[config.mk]
export PLATFORM = sky130hd
export DESIGN_NAME = icp_way_seq
export DESIGN_NICKNAME = d
export VERILOG_FILES = /design/src/rtl/icp_pkg.sv /design/src/rtl/icp_way_seq.sv
export SDC_FILE = /design/constraint.sdc
export NUM_CORES = 1
export LEC_CHECK = 0
export BUFFER_PORTS_ARGS = -buffer_cell sky130_fd_sc_hd__buf_2
export CORE_AREA = 2 2 39 41
export CTS_CLUSTER_DIAMETER = 80
export CTS_CLUSTER_SIZE = 25
export DETAILED_ROUTE_END_ITERATION = 8
export DIE_AREA = 0 0 41 43
export PLACE_DENSITY_LB_ADDON = 0.05
export SYNTH_ARGS = -nofsm -noshare
export SYNTH_HDL_FRONTEND = slang
export SYNTH_SLANG_ARGS = --single-unit
[constraint.sdc]
create_clock -name clk -period 1.2 [get_ports clk]
set_input_delay 0.06 -clock clk [delete_from_list [all_inputs] [get_ports clk]]
set_output_delay 0.06 -clock clk [all_outputs]
set_load 0.02 [all_outputs]
[src/rtl/icp_pkg.sv]
package icp_pkg;
  // Tag-high field positions
  localparam int unsigned VLD_POS     = 29;
  localparam int unsigned VLD_PAR_POS = 27;
  // Tag-low parity positions and covered field split
  localparam int unsigned LO_PAR0_POS = 10;
  localparam int unsigned LO_PAR1_POS = 11;
  localparam int unsigned LO_SPLIT    = 24;
  // Side word layout
  localparam int unsigned PRE_LSB     = 8;
  localparam int unsigned PRE_W       = 8;
  localparam int unsigned PRE_PAR_POS = 16;

  typedef enum logic {
    ST_IDLE = 1'b0,
    ST_RUN  = 1'b1
  } seq_state_e;
endpackage

[src/rtl/icp_way_seq.sv]
module icp_way_seq
  import icp_pkg::*;
#(
  parameter int unsigned N_BEATS = 4
) (
  input  logic clk,
  input  logic rst_n,
  input  logic start_i,
  input  logic beat_valid_i,
  input  logic tag_fault_i,
  input  logic beat_fault_i,
  output logic busy_o,
  output logic done_o,
  output logic tag_err_o,
  output logic data_err_o
);
  localparam int unsigned CNT_W = (N_BEATS > 1) ? $clog2(N_BEATS) : 1;
  localparam logic [CNT_W-1:0] LAST = CNT_W'(N_BEATS - 1);

  seq_state_e       st_q, st_d;
  logic [CNT_W-1:0] cnt_q, cnt_d;
  logic             done_q, done_d;
  logic             terr_q, terr_d;
  logic             derr_q, derr_d;
  logic             start_ok, beat_ok, upd_en;

  assign start_ok = start_i & (st_q == ST_IDLE);
  assign beat_ok  = beat_valid_i & (st_q == ST_RUN);
  assign upd_en   = start_ok | beat_ok | done_q;

  always_comb begin
    st_d   = st_q;
    cnt_d  = cnt_q;
    terr_d = terr_q;
    derr_d = derr_q;
    done_d = 1'b0;
    if (start_ok) begin
      st_d   = ST_RUN;
      cnt_d  = '0;
      terr_d = tag_fault_i;
      derr_d = 1'b0;
    end else if (beat_ok) begin
      derr_d = derr_q | beat_fault_i;
      if (cnt_q == LAST) begin
        st_d   = ST_IDLE;
        cnt_d  = '0;
        done_d = 1'b1;
      end else begin
        cnt_d = cnt_q + 1'b1;
      end
    end
  end

  always_ff @(posedge clk or negedge rst_n) begin
    if (!rst_n) begin
      st_q   <= ST_IDLE;
      cnt_q  <= '0;
      done_q <= 1'b0;
      terr_q <= 1'b0;
      derr_q <= 1'b0;
    end else if (upd_en) begin
      st_q   <= st_d;
      cnt_q  <= cnt_d;
      done_q <= done_d;
      terr_q <= terr_d;
      derr_q <= derr_d;
    end
  end

  assign busy_o     = (st_q == ST_RUN);
  assign done_o     = done_q;
  assign tag_err_o  = terr_q;
  assign data_err_o = derr_q;
endmodule

==> flow_metrics.py <==
metrics = {
    "sta": {
        "finalCriticalPeriod_ns": 1.05,
        "report.final.setup_viol": 0,
        "finClkSkew_ns": 0.000344,
        "rsz0062_at_grt": "false",
        "drv_slew": 0,
        "timing.final.ws_setup_ns": 0.150,
        "hold_viol": 0,
        "relSlewSlack": 0.867,
        "fmaxAchievable_ghz": 0.953,
        "finalSetupTns_ns": 0,
        "worstMarginPinSlew_ns": 0.199,
        "fin_crit_sh": 0.875,
    },
    "clock_tree": {
        "h-tree-depth": 1,
        "clock_sinks": 6,
        "clk_pin_slew_ns": 0.05,
        "cts_tree": "done",
        "cts_root_buf": "clkbuf_4",
        "cts_buffers": 3,
        "clock_path_buffers": 2,
        "cts_setup_buffers": 0,
        "clock_latency_ns": 0.24,
    },
    "floorplanning": {
        "dieHeight_um": 43,
        "initial_core_util": 0.187,
        "core_mm2": 0.00138,
        "fp.dieW_um": 41,
        "io_pins": 10,
        "dieArea_mm2": 0.00176,
        "num_rows": 14,
    },
    "yosys": {
        "synth_cells": 21,
        "syn-num-nets": 28,
        "syn_area_per_cell_um2": 12.3,
        "ys_seq_elements": 6,
        "yosysWarnings": 0,
        "ys_seq_area_frac": 0.580,
        "synthesis.area_um2": 259,
        "synth.distinct_cells": 12,
    },
    "critical_path": {
        "startpoint_type": "register",
        "crit_path_start": "cnt_q[0]",
        "cpPeakStageDelay_ns": 0.39,
        "end_kind": "register",
        "cp_cell_sequence": "ha_1 > mux2i_1 > o2bb2ai_1",
        "crit_arrival_ns": 1.17,
        "reg2reg_from": "cnt_q[0]",
        "path_class": "reg -> reg",
        "r2r_slack_ns": 0.15,
        "critPathMaxFanout": 3,
        "worst_ep_required_time_ns": 1.32,
        "crit_path_top_delay_cell": "dfrtp_1",
    },
    "pwr": {
        "power_density_mw_per_mm2": 2370,
        "leakagePower_uw": 0.000189,
        "p_comb_frac": 0.367,
        "peakVddDrop_mv": 0.809,
        "seq_power_share": 0.415,
        "swShare": 0.357,
        "p_switching_uw": 301,
        "internal_power_uw": 543,
        "clockPowerShare": 0.217,
    },
    "global_route": {
        "grt_pass1_wl_um": 876,
        "grt_use_total": 0.0766,
        "grt_remaining_overflow": 0,
        "antenna_found_initial": 0,
        "grt_start_max_net_pins": 8,
        "grt_pass1_vias": 204,
    },
    "place": {
        "place_congestion": 0.769,
        "pre_cts_slack_ns": 0.165,
        "portBuffers": 9,
    },
    "status": {
        "status": "completed",
    },
    "detailed_routing": {
        "viasPerCell": 4.02,
        "wl_per_cell_um": 11.9,
        "highest_layer": "met3",
        "drtAntennaViolNets": 0,
        "wl_um": 595,
        "drtPass1Iterations": 1,
        "wl_met3_um": 74,
        "drt_iter0_drc": 0,
        "drc": 0,
        "routed-via-count": 201,
        "wl_met1_um": 271,
        "dr_wl_met2_um": 249,
    },
    "min_path": {
        "hold_class": "in -> reg",
        "min_from": "tag_fault_i",
    },
    "cells_and_area": {
        "syn2layout_area_growth_pct": 37.7,
        "drive_above_1_share": 0.382,
        "antenna_cells": 0,
        "fin_nets": 43,
    },
    "job": {
        "cap_violations": 0,
    },
}
power by group through the flow:
stage	Sequential (µW)	Combinational [µW]	Clock, µW
2_1_floorplan	404	152	0
3_3_place_gp	351	304	0
3_5_place_dp	353	313	0
4_1_cts	350	318	193
5_1_grt	364	341	209
6_report	351	310	183
worst max-delay path, delay by kind of cell, from the launching register on:
| family | cells | cell delay (ns) |
|---|---|---|
| flip-flops | 1 | 0.39 |
| adder cells (fa/ha/maj) | 1 | 0.30 |
| multiplexers | 1 | 0.14 |
| AO/OA/AOI/OAI | 1 | 0.09 |
layer usage:
layer | vias up | track usage
met5 | - | 0
met4 | 0 | 0.0400
met3 | 0 | 0.0366
met2 | 9 | 0.0969
met1 | 90 | 0.104
li1 | 102 | -
worst paths after layout:
check	endpoint	cells after the start
max	cnt_q[1]	3
min	tag_err_o	2
max reg2reg	cnt_q[1]	3
min reg2reg	tag_err_o	1
max in group asynchronous	tag_err_o	2
min in group asynchronous	done_o	2
synthesized netlist by cell type:
library cell,number,share of area
nor2_1,3,0.043
and3_1,1,0.024
ha_1,1,0.048
a21oi_1,1,0.019
mux2_4,1,0.058
a32o_1,1,0.039
o2bb2ai_1,1,0.034
dfrtp_1,6,0.58
o22ai_1,1,0.024
mux2i_1,2,0.077
nor2b_1,1,0.024
inv_1,2,0.029
metrics by stage:
step                hold slack, ns   util  total power (µW)  cell area (µm²)  std cells
floorplan                   -0.236      -               557              259         21
finish                      0.0591  0.258               845              357         50
CTS                         0.0534  0.258               862              357         50
global route                0.0601  0.258               913              357         50
global placement            -0.107  0.234               655              324         46
detailed placement          -0.103  0.234               666              324         46
cell usage in the layout (no fill, tap or decap), drive strengths merged:
cell type,count
mux2i,2
inv,2
nor2,3
mux2,1
dlygate4sd3,1
a21oi,1
nor2b,1
buf,9
a32o,1
dfrtp,6
o2bb2ai,1
ha,1
o22ai,1
and3,1
clkbuf,3
sequential cells by signal, summed over array words and instances (netlist names):
signal	cells
tag_err_o	1
done_o	1
cnt_q	2
data_err_o	1
busy_o	1
logic make-up after synthesis:
| family | after synthesis | share of synthesized area |
|---|---|---|
| AO/OA/AOI/OAI | 4 | 0.116 |
| adder cells (fa/ha/maj) | 1 | 0.0483 |
| buffers and inverters | 2 | 0.0290 |
| flip-flops | 6 | 0.580 |
| multiplexers | 3 | 0.135 |
| AND/OR/NAND/NOR | 5 | 0.0918 |
cell type report:
| cell class | instances | area, µm² |
|---|---|---|
| Multi-Input combinational cell | 13 | 101 |
| Tap cell | 16 | 20.0 |
| Inverter | 2 | 7.51 |
| Timing Repair Buffer | 10 | 55.1 |
| Fill cell | 153 | 1030 |
| Clock buffer | 3 | 22.5 |
| Sequential cell | 6 | 150 |
what timing repair did:
| action | in CTS | in global routing |
|---|---|---|
| hold endpoints to repair | 6 | 0 |
| hold buffers | 1 | 0 |
| resized for setup | 0 | 0 |
(Power assumes the default switching activity.)
